## src/rtl/mtap_pkg.sv

```systemverilog
package mtap_pkg;
  localparam int IR_W = 3;

  typedef enum logic [3:0] {
    ST_TLR, ST_RTI, ST_SEL_DR, ST_CAP_DR, ST_SH_DR, ST_EX1_DR, ST_PA_DR, ST_EX2_DR,
    ST_UPD_DR, ST_SEL_IR, ST_CAP_IR, ST_SH_IR, ST_EX1_IR, ST_PA_IR, ST_EX2_IR, ST_UPD_IR
  } tap_st_e;

  typedef enum logic [1:0] {SEL_BYP = 2'd0, SEL_ID = 2'd1, SEL_BSR = 2'd2} sel_e;

  localparam logic [IR_W-1:0] OP_CAPZ   = 3'b000;
  localparam logic [IR_W-1:0] OP_IDENT  = 3'b001;
  localparam logic [IR_W-1:0] OP_SNAPZ  = 3'b010;
  localparam logic [IR_W-1:0] OP_SNAP   = 3'b100;
  localparam logic [IR_W-1:0] OP_PASS   = 3'b111;
  localparam logic [IR_W-1:0] IR_CAPVAL = 3'b001;

  function automatic sel_e sel_of(input logic [IR_W-1:0] op);
    case (op)
      OP_CAPZ, OP_SNAPZ, OP_SNAP: sel_of = SEL_BSR;
      OP_IDENT:                   sel_of = SEL_ID;
      default:                    sel_of = SEL_BYP;
    endcase
  endfunction

  function automatic logic hiz_of(input logic [IR_W-1:0] op);
    hiz_of = (op == OP_CAPZ) || (op == OP_SNAPZ);
  endfunction

  function automatic logic cap_of(input logic [IR_W-1:0] op);
    cap_of = (op == OP_CAPZ) || (op == OP_SNAPZ) || (op == OP_SNAP);
  endfunction
endpackage

```

## src/rtl/mtap_fsm.sv

```systemverilog
module mtap_fsm
  import mtap_pkg::*;
(
  input  logic    tck,
  input  logic    rst,
  input  logic    tms,
  output tap_st_e state
);
  tap_st_e nxt;

  always_comb begin
    nxt = state;
    case (state)
      ST_TLR:    nxt = tms ? ST_TLR    : ST_RTI;
      ST_RTI:    nxt = tms ? ST_SEL_DR : ST_RTI;
      ST_SEL_DR: nxt = tms ? ST_SEL_IR : ST_CAP_DR;
      ST_CAP_DR: nxt = tms ? ST_EX1_DR : ST_SH_DR;
      ST_SH_DR:  nxt = tms ? ST_EX1_DR : ST_SH_DR;
      ST_EX1_DR: nxt = tms ? ST_UPD_DR : ST_PA_DR;
      ST_PA_DR:  nxt = tms ? ST_EX2_DR : ST_PA_DR;
      ST_EX2_DR: nxt = tms ? ST_UPD_DR : ST_SH_DR;
      ST_UPD_DR: nxt = tms ? ST_SEL_DR : ST_RTI;
      ST_SEL_IR: nxt = tms ? ST_TLR    : ST_CAP_IR;
      ST_CAP_IR: nxt = tms ? ST_EX1_IR : ST_SH_IR;
      ST_SH_IR:  nxt = tms ? ST_EX1_IR : ST_SH_IR;
      ST_EX1_IR: nxt = tms ? ST_UPD_IR : ST_PA_IR;
      ST_PA_IR:  nxt = tms ? ST_EX2_IR : ST_PA_IR;
      ST_EX2_IR: nxt = tms ? ST_UPD_IR : ST_SH_IR;
      ST_UPD_IR: nxt = tms ? ST_SEL_DR : ST_RTI;
      default:   nxt = ST_TLR;
    endcase
  end

  always_ff @(posedge tck) begin
    if (rst) state <= ST_TLR;
    else     state <= nxt;
  end
endmodule

```

## src/rtl/mtap_ir.sv

```systemverilog
module mtap_ir
  import mtap_pkg::*;
(
  input  logic            tck,
  input  tap_st_e         state,
  input  logic            tdi,
  output logic [IR_W-1:0] ir,
  output logic            ir_sout,
  output logic            hiz_force
);
  logic [IR_W-1:0] ir_sh;

  always_ff @(posedge tck) begin
    if (state == ST_CAP_IR)     ir_sh <= IR_CAPVAL;
    else if (state == ST_SH_IR) ir_sh <= {tdi, ir_sh[IR_W-1:1]};
  end

  always_ff @(negedge tck) begin
    if (state == ST_TLR) begin
      ir        <= OP_IDENT;
      hiz_force <= 1'b0;
    end else if (state == ST_UPD_IR) begin
      ir        <= ir_sh;
      hiz_force <= hiz_of(ir_sh);
    end
  end

  assign ir_sout = ir_sh[0];
endmodule

```

## src/rtl/mtap_dr.sv

```systemverilog
module mtap_dr
  import mtap_pkg::*;
#(
  parameter int BSR_W  = 71,
  parameter int ID_W   = 32,
  parameter bit WIDE36 = 1'b1
) (
  input  logic             tck,
  input  tap_st_e          state,
  input  logic             tdi,
  input  sel_e             sel,
  input  logic             cap_en,
  input  logic [BSR_W-1:0] ring_in,
  output logic             dr_sout
);
  localparam logic [5:0] WD_FIELD = WIDE36 ? 6'b100110 : 6'b010110;
  localparam logic [ID_W-1:0] ID_WORD =
    ID_W'({3'b001, 5'b01010, 6'b000000, WD_FIELD, 11'b00000110100, 1'b1});

  logic             byp;
  logic [ID_W-1:0]  id_sh;
  logic [BSR_W-1:0] bsr;

  always_ff @(posedge tck) begin
    if (state == ST_CAP_DR) begin
      case (sel)
        SEL_ID:  id_sh <= ID_WORD;
        SEL_BSR: if (cap_en) bsr <= ring_in;
        default: byp <= 1'b0;
      endcase
    end else if (state == ST_SH_DR) begin
      case (sel)
        SEL_ID:  id_sh <= {tdi, id_sh[ID_W-1:1]};
        SEL_BSR: bsr   <= {tdi, bsr[BSR_W-1:1]};
        default: byp   <= tdi;
      endcase
    end
  end

  always_comb begin
    case (sel)
      SEL_ID:  dr_sout = id_sh[0];
      SEL_BSR: dr_sout = bsr[0];
      default: dr_sout = byp;
    endcase
  end
endmodule

```

## src/rtl/mem_jtag_tap.sv

```systemverilog
module mem_jtag_tap
  import mtap_pkg::*;
#(
  parameter int BSR_W   = 71,
  parameter int ID_W    = 32,
  parameter bit WIDE36  = 1'b1,
  parameter bit TRST_EN = 1'b1
) (
  input  logic             tck,
  input  logic             trst,
  input  logic             tms,
  input  logic             tdi,
  input  logic [BSR_W-1:0] ring_in,
  output logic             tdo,
  output logic             tdo_en,
  output logic             cap_strobe,
  output logic             hiz_force,
  output logic [1:0]       reg_sel
);
  tap_st_e         st_w;
  logic [IR_W-1:0] ir;
  logic            ir_sout, dr_sout, rst_i;
  sel_e            sel;

  generate
    if (TRST_EN) begin : g_trst
      assign rst_i = trst;
    end else begin : g_notrst
      assign rst_i = 1'b0;
    end
  endgenerate

  mtap_fsm u_fsm (.tck(tck), .rst(rst_i), .tms(tms), .state(st_w));

  mtap_ir u_ir (
    .tck(tck), .state(st_w), .tdi(tdi), .ir(ir), .ir_sout(ir_sout), .hiz_force(hiz_force)
  );

  assign sel        = sel_of(ir);
  assign reg_sel    = sel;
  assign cap_strobe = (st_w == ST_CAP_DR) && cap_of(ir);

  mtap_dr #(.BSR_W(BSR_W), .ID_W(ID_W), .WIDE36(WIDE36)) u_dr (
    .tck(tck), .state(st_w), .tdi(tdi), .sel(sel), .cap_en(cap_of(ir)),
    .ring_in(ring_in), .dr_sout(dr_sout)
  );

  always_ff @(negedge tck) begin
    tdo_en <= (st_w == ST_SH_DR) || (st_w == ST_SH_IR);
    tdo    <= (st_w == ST_SH_IR) ? ir_sout : dr_sout;
  end
endmodule

```

## config.mk

```make
export PLATFORM = sky130hd
export DESIGN_NAME = mem_jtag_tap
export DESIGN_NICKNAME = d
export VERILOG_FILES = /design/src/rtl/mtap_pkg.sv /design/src/rtl/mtap_fsm.sv /design/src/rtl/mtap_ir.sv /design/src/rtl/mtap_dr.sv /design/src/rtl/mem_jtag_tap.sv
export SDC_FILE = /design/constraint.sdc
export NUM_CORES = 1
export LEC_CHECK = 0
export BUFFER_PORTS_ARGS = -buffer_cell sky130_fd_sc_hd__buf_4
export CELL_PAD_IN_SITES_DETAIL_PLACEMENT = 1
export CELL_PAD_IN_SITES_GLOBAL_PLACEMENT = 2
export CORE_UTILIZATION = 41
export DETAILED_ROUTE_END_ITERATION = 16
export PLACE_DENSITY_LB_ADDON = 0.25
export SKIP_LAST_GASP = 1
export SYNTH_ARGS = -nofsm -noshare
export SYNTH_HDL_FRONTEND = slang
export SYNTH_HIERARCHICAL = 1
export SYNTH_SLANG_ARGS = --single-unit
```

## constraint.sdc

```tcl
create_clock -name tck -period 6.2 [get_ports tck]
set_input_delay 1.24 -clock tck [delete_from_list [all_inputs] [get_ports tck]]
set_output_delay 1.24 -clock tck [all_outputs]
set_load 0.01 [all_outputs]
```

# After elaboration in Yosys (flattened, before gate mapping)
# Cells that the tools add are included.
dict set report totals {
  ff_bits 117
  input_bits 75
  output_inout_bits 6
}
dict set report classes {
  eq_ne 24
  n_mux 29
  n_reduce_logical 17
}
# cell count
set op_table {}
lappend op_table {{two-way mux 71 bit} 5}
lappend op_table {{two-way mux 32 bit} 4}
lappend op_table {{case mux 4 bit (12 select lines)} 1}
lappend op_table {{== test 4 bit (second input constant)} 8}
lappend op_table {{== test 4 x 3 -> 1 bit (second input constant)} 4}
lappend op_table {{two-way mux 4 bit} 4}
lappend op_table {{== test 4 x 2 -> 1 bit (second input constant)} 2}
lappend op_table {{two-way mux 1 bit} 8}
lappend op_table {{== test 3 x 2 -> 1 bit (second input constant)} 2}
lappend op_table {{zero test 3 bit} 2}
lappend op_table {{two-way mux 2 bit} 3}
lappend op_table {{two-way mux 3 bit} 2}
lappend op_table {{AND reduction 3 bit} 2}
lappend op_table {{OR reduction 2 bit} 3}
lappend op_table {{OR reduction 3 bit} 2}
lappend op_table {{== test 4 x 1 -> 1 bit (second input constant)} 1}
lappend op_table {{zero test 4 bit} 1}
lappend op_table {{logical OR 1 bit} 4}
lappend op_table {{!= test 2 bit (second input constant)} 2}
lappend op_table {{case mux 2 bit (2 select lines)} 1}
lappend op_table {{== test 3 x 1 -> 1 bit (second input constant)} 1}
lappend op_table {{== test 3 bit (second input constant)} 1}
lappend op_table {{== test 2 x 1 -> 1 bit (second input constant)} 1}
lappend op_table {{== test 2 bit (second input constant)} 1}
lappend op_table {{5 further kinds} 5}

# Depth between registers and ports, before layout
# Gate-level depths: netlist (run 1).
dict set report depth {
  ltp_word 8
  ltp_mapped 6
  mapped_depth_nobuf 6
}

# Hierarchy
# Netlist (run 1), hierarchy kept.
# module instances cells_each area_each_um2
set by_module_without_submodules {}
lappend by_module_without_submodules {mtap_dr 1 234 4613.2}
lappend by_module_without_submodules {mtap_fsm 1 39 331.6}
lappend by_module_without_submodules {mtap_ir 1 35 302.8}
lappend by_module_without_submodules {mem_jtag_tap 1 12 107.6}

==> results of run 1 <==
[layout make-up]
type                    count  area (sq um)  share of cell area
clock buffers              17           425              0.0644
multi-input cells         178          1800               0.272
flip-flops and latches    117          3380               0.512
repair buffers             84           643              0.0973
inverters                   7          26.3             0.00398
clock inverters            20           115              0.0174
well taps                 172           215              0.0326
[report_power, final]
part	leakage [nW]	internal (mW)	switching, mW
Combinational	1.18	0.0628	0.0361
Clock	0.293	0.539	0.333
Sequential	1.04	0.867	0.0164
[sequential cells by signal (all words and copies together), names as in the netlist]
register / cells
u_ir/ir: 3
tdo: 1
u_ir/hiz_force: 1
u_ir/ir_sh: 3
tdo_en: 1
u_dr/bsr: 71
u_fsm/state: 4
u_dr/id_sh: 32
u_dr/byp: 1
[kinds of logic after synthesis]
kind of cell               synth area share
xor gates and xnor gates            0.00164
adders and majority gates           0.00467
and+or+nand+nor                      0.0841
AOI/OAI and AO/OA                    0.0418
buffers and inverters                0.0355
muxes                                 0.200
DFF                                   0.632
[per-stage QoR]
stage	hold WS, ns	util
6_report	0.508	0.522
3_5_place_dp	0.493	0.480
5_1_grt	0.527	0.522
3_3_place_gp	0.485	0.480
2_1_floorplan	0.449	-
4_1_cts	0.506	0.522
[worst max-delay path, cell delays in order, from the launching register on]
cell     delay, ns
dfxtp_1       0.34
a21oi_1       0.22
nor4b_1       0.41
buf_4         0.21
[metal layers]
metal	routed length, um	GRT usage	vias up
li1	-	-	1392
met1	4330	0.189	1448
met2	4740	0.238	58
met3	536	0.0602	11
met4	167	0.0821	0
met5	0	0	-
[cells in the mapped netlist (3+ instances only)]
cell,n
edfxtp_1,104
mux2_4,70
and2_1,22
dfxtp_1,13
nand2b_1,12
a21oi_1,10
buf_6,10
inv_1,9
nand2_1,8
nor2_1,6
nor3b_1,4
clkbuf_1,3
o21ai_0,3
[worst paths after layout]
kind / from / to / slack (ns)
worst min register to register: u_dr/id_sh[14] / u_dr/id_sh[13] / 0.51
worst max-delay path: u_ir/ir[2] / cap_strobe / 0.25
worst max register to register: u_ir/ir[0] / u_dr/id_sh[1] / 1.23
worst min-delay path: u_dr/id_sh[14] / u_dr/id_sh[13] / 0.51
[layout by cell type (no fill, tap or decap), types with 3 or more instances in the layout]
cell	count
buf_4	83
nand2b_1	12
edfxtp_1	104
dfxtp_1	13
and2_1	22
nor3b_1	4
o21ai_0	3
clkbuf_16	17
inv_1	13
clkinv_2	8
nor2_1	6
mux2_4	70
nand2_1	8
clkinv_1	4
a21oi_1	9
==> run metrics, run 1 <==
Setup CP Type reg -> out; TritonCTS clock tree done; die width between 100 and 150 um; pre-CTS WS 0.719 ns; Seq/Total Area, Yosys 0.632; # rows slightly above 40; Synth Net Count ~400; n_diodes 0; fin worst setup slack roughly 0.25 ns; Unique masters post-synth 48; status finished, final reports clean; fill count between 1000 and 1500; post-DR vias/cell roughly 4.9; Synth Flop Type edfxtp_1; hold depth 1; Post-synth EDFFs approximately 100; Final Max Slew Viols 0; RSZ-0062 raised after global routing false; Req. time, crit path roughly 5.0 ns; wire per inst approximately 16 um; total power roughly 1.9 mW; Remaining DRCs 0; initial antenna violation count 0; r2r worst-path depth 4; Clock transition at path regs about 0.050 ns; Syn Inst Count 320; CTS root buf clkbuf_16; syn avg cell area ~17 sq um; GR Overflow Total 0; post_cts resized 0; die area roughly 14000 sq um; pin count of the biggest net entering global routing 72; Pwr Density 281 nW/um^2; Setup Buffers After CTS 0; clk buf depth 2; Tightest Pin Transition ~0.81 ns; min-delay worst type reg -> reg; Max Cap Violations 0; H-tree depth 4; Post-Syn Area 5360 sq um; Final nets a little under 500; All-Layer GR Usage 0.155; non-filler cells, final between 500 and 600; Port Buffers 80; ANT nets after route 0; Static Leak roughly 2.5 nW; I/O Pins a little over 80; Cell Area, Placed roughly 6100 sq um; initial core utilization 0.423; Detail Placement HPWL between 5000 and 6000 um; synth top area cells edfxtp_1, mux2_4, dfxtp_1; #FFs+latches synth between 100 and 150; Synth top area share 0.583; fraction of registers with async set/reset 0; clk_lat worst skew 0.43 ns; clk_skew about 0.029 ns; cts bufs inserted 17; Setup TNS 0 ns; CP arrival 4.71 ns; drt first pass iters 4; via count around 2900; first-pass GRT wire length roughly 15000 um; Final GP Congestion between 0.7 and 0.8; largest fanout on the critical path 5; hold_buf cts 0; Sinks on Clock Net roughly 120; Area growth, synth to finish 23.4%; vias in the first global route 3014; DP Cell Count 560; Worst setup EP type primary output; Fin. Hold Viols 0; Synth Warn # 6; Core Footprint 12700 sq um; Startpoint Class flop; number of DRC markers in iteration 0 between 100 and 150; Final Instance Area ~6600 sq um; Max IR drop VDD 0.000190 V; leading area contributor after synthesis edfxtp_1; layout cells sized above 1 0.454; Setup Viol. Count Final 0; Routed WL a little under 10000 um; Slew HR 0.460; Die H around 120 um
No activity file was read; power rests on OpenSTA's default activity.
==> inputs of run 2 (changes only) <==
- SETUP_SLACK_MARGIN: not set -> 0.4
==> run 2 against run 1 <==
Net effect: utilization is 0.11 points lower; global-route usage is 0.47 points higher; via count is 0.76% lower; highest routed layer unchanged; clock power is 4.7% lower; critical endpoint is now reg_sel[0]; critical path depth is 1 lower; critical path type unchanged; die area stayed put; sequential share of layout area is 0.11 points higher; sequential cell count stayed put; register-to-register slack worse by 0.32 ns; combinational power hardly changed; hold slack worse by 0.0014 ns.
==> run metrics, run 2 (synthesis results as in run 1) <==
vias in the first global route 2996 (-0.60%); clk_lat worst skew 0.44 ns (about the same); Pwr Density 275 nW/um^2 (-1.8%); Setup CP Type reg -> out; largest fanout on the critical path 4 (-1); Sinks on Clock Net 117 (unchanged); n_diodes 0 (unchanged); commonest non-fill, non-tap cell in the layout edfxtp_1; initial antenna violation count 0 (unchanged); Detail Placement HPWL 6310 um (+7.2%); number of DRC markers in iteration 0 107 (-2.7%); switching share of power 0.208 (about the same); Routed WL 10300 um (+5.2%); Max IR drop VDD 0.000166 V (-12%); area occupied by multi-input gates 1820 sq um (+1.0%); Static Leak 2.49 nW (-0.78%); min-delay worst type reg -> reg; max FFs per register 71 (unchanged); die width 116 um (unchanged); Area growth, synth to finish 23.2%; RSZ-0062 raised after global routing false; Slew HR 0.313 (-0.147); Fin. Hold Viols 0 (unchanged); Logic pwr share 0.055 (+0.002); clk_skew 0.0344 ns (+0.00533 ns); post-DR vias/cell 4.87 (-0.42%); P_int 1.44 mW (-2.1%); H-tree depth 4 (unchanged); Cell Area, Placed 6080 sq um (unchanged); Worst setup EP type primary output; hold depth 1 (unchanged); clk buf depth 2 (unchanged); min-delay src u_dr/id_sh[15]; Setup Viol. Count Final 0 (unchanged); TritonCTS clock tree done; Req. time, crit path 4.96 ns (about the same); r2r worst-path depth 5 (+1); fill count 1255 (+1.9%); Setup TNS 0 ns (unchanged); biggest regs u_dr/bsr (71), u_dr/id_sh (32), u_fsm/state (4); first-pass GRT wire length 15700 um (+3.5%); Core Footprint 12700 sq um (unchanged); Seq pwr share 0.487 (+0.011); Reg area 3380 sq um (unchanged); Remaining DRCs 0 (unchanged); Most flops, register u_dr/bsr; CP arrival 4.51 ns (-0.20 ns); drt first pass iters 4 (unchanged); initial core utilization 0.423 (unchanged); All-Layer GR Usage 0.160 (+0.00472); CP startpoint u_ir/ir[0]; Final GP Congestion 0.733 (+2.3%); commonest non-fill, non-tap cells in the layout edfxtp_1, buf_4, mux2_4, and2_1, clkbuf_16; ANT nets after route 0 (unchanged); status finished, final reports clean; cts bufs inserted 17 (unchanged); Max Cap Violations 0 (unchanged); wire per inst 17.3 um (+5.5%); GR Overflow Total 0 (unchanged); P_sw 378 uW (-2.0%); clock share of power 0.458 (-0.013); Clock transition at path regs 0.05 ns (about the same); Die H 116 um (unchanged); via count 2887 (-0.76%); pin count of the biggest net entering global routing 58 (-19%); CTS root buf clkbuf_16; worst r2r src u_ir/ir[2]; Final nets 488 (unchanged); Final Max Slew Viols 0 (unchanged); # rows 41 (unchanged); die area 13500 sq um (unchanged); Final Instance Area 6600 sq um (-0.21%); Tightest Pin Transition 1.03 ns (+0.221 ns); Startpoint Class flop; Port Buffers 80 (unchanged); I/O Pins 81 (unchanged); layout cells sized above 1 0.449 (-0.00497); Setup Buffers After CTS 0 (unchanged)
[run 2: cell types whose count changed in the layout (fill, tap and decap cells not counted)]
cell and change:
bufinv_16 -1, clkinvlp_4 -1, clkinv_2 -4, nor4b_1 -1, a21oi_2 +1, a21oi_1 -1, clkbuf_1 +3, clkbuf_8 +1
nor4b_4 +1
[run 2: final timing paths]
check                        end  slack (ns)
setup / recovery      reg_sel[0]        0.45
hold / removal    u_dr/id_sh[14]        0.51
setup reg to reg    u_dr/bsr[39]        0.91
hold reg to reg   u_dr/id_sh[14]        0.51
[run 2: final cells by class]
type | count | area share
well taps | 172 | 0.0326
multi-input cells | 178 | 0.276
clock buffers | 21 | 0.0683
repair buffers | 84 | 0.0975
inverters | 7 | 0.00398
flip-flops and latches | 117 | 0.513
clock inverters | 14 | 0.00873
[run 2: critical path, stage by stage, from the launching register on]
cell	delay, ns
dfxtp_1	0.39
nor3b_1	0.38
buf_4	0.20
[run 2: power by group through the flow]
stage          logic [mW]  clock network [mW]  registers (mW)
2_1_floorplan      0.0621             0.00805           0.890
3_3_place_gp       0.0980             0.00805           0.897
3_5_place_dp        0.101             0.00805           0.898
4_1_cts             0.102               0.857           0.883
5_1_grt             0.109               0.889           0.885
6_report            0.100               0.832           0.884
[run 2: per-layer routing]
metal	part of all wire	track usage	wire length, um
met5	0	0	0
met4	0.018	0.0769	183
met3	0.049	0.0514	500
met2	0.48	0.242	4960
met1	0.45	0.207	4630
[run 2: per-stage QoR]
stage / power [mW] / std cells / hold WS [ns] / utilization / setup slack, ns
5_1_grt: 1.88 / 593 / 0.526 / 0.520 / 0.390
3_5_place_dp: 1.01 / 560 / 0.496 / 0.480 / 0.795
3_3_place_gp: 1.00 / 560 / 0.485 / 0.480 / 0.766
4_1_cts: 1.84 / 593 / 0.508 / 0.520 / 0.414
6_report: 1.82 / 593 / 0.507 / 0.520 / 0.452
2_1_floorplan: 0.960 / 320 / 0.449 / - / 0.544
[run 2: timing repair]
item | CTS | global route
hold buffers | 0 | 0
setup endpoints to repair | 1 | 1
resized for setup | 1 | 2
endpoints found under the hold margin | 0 | 0
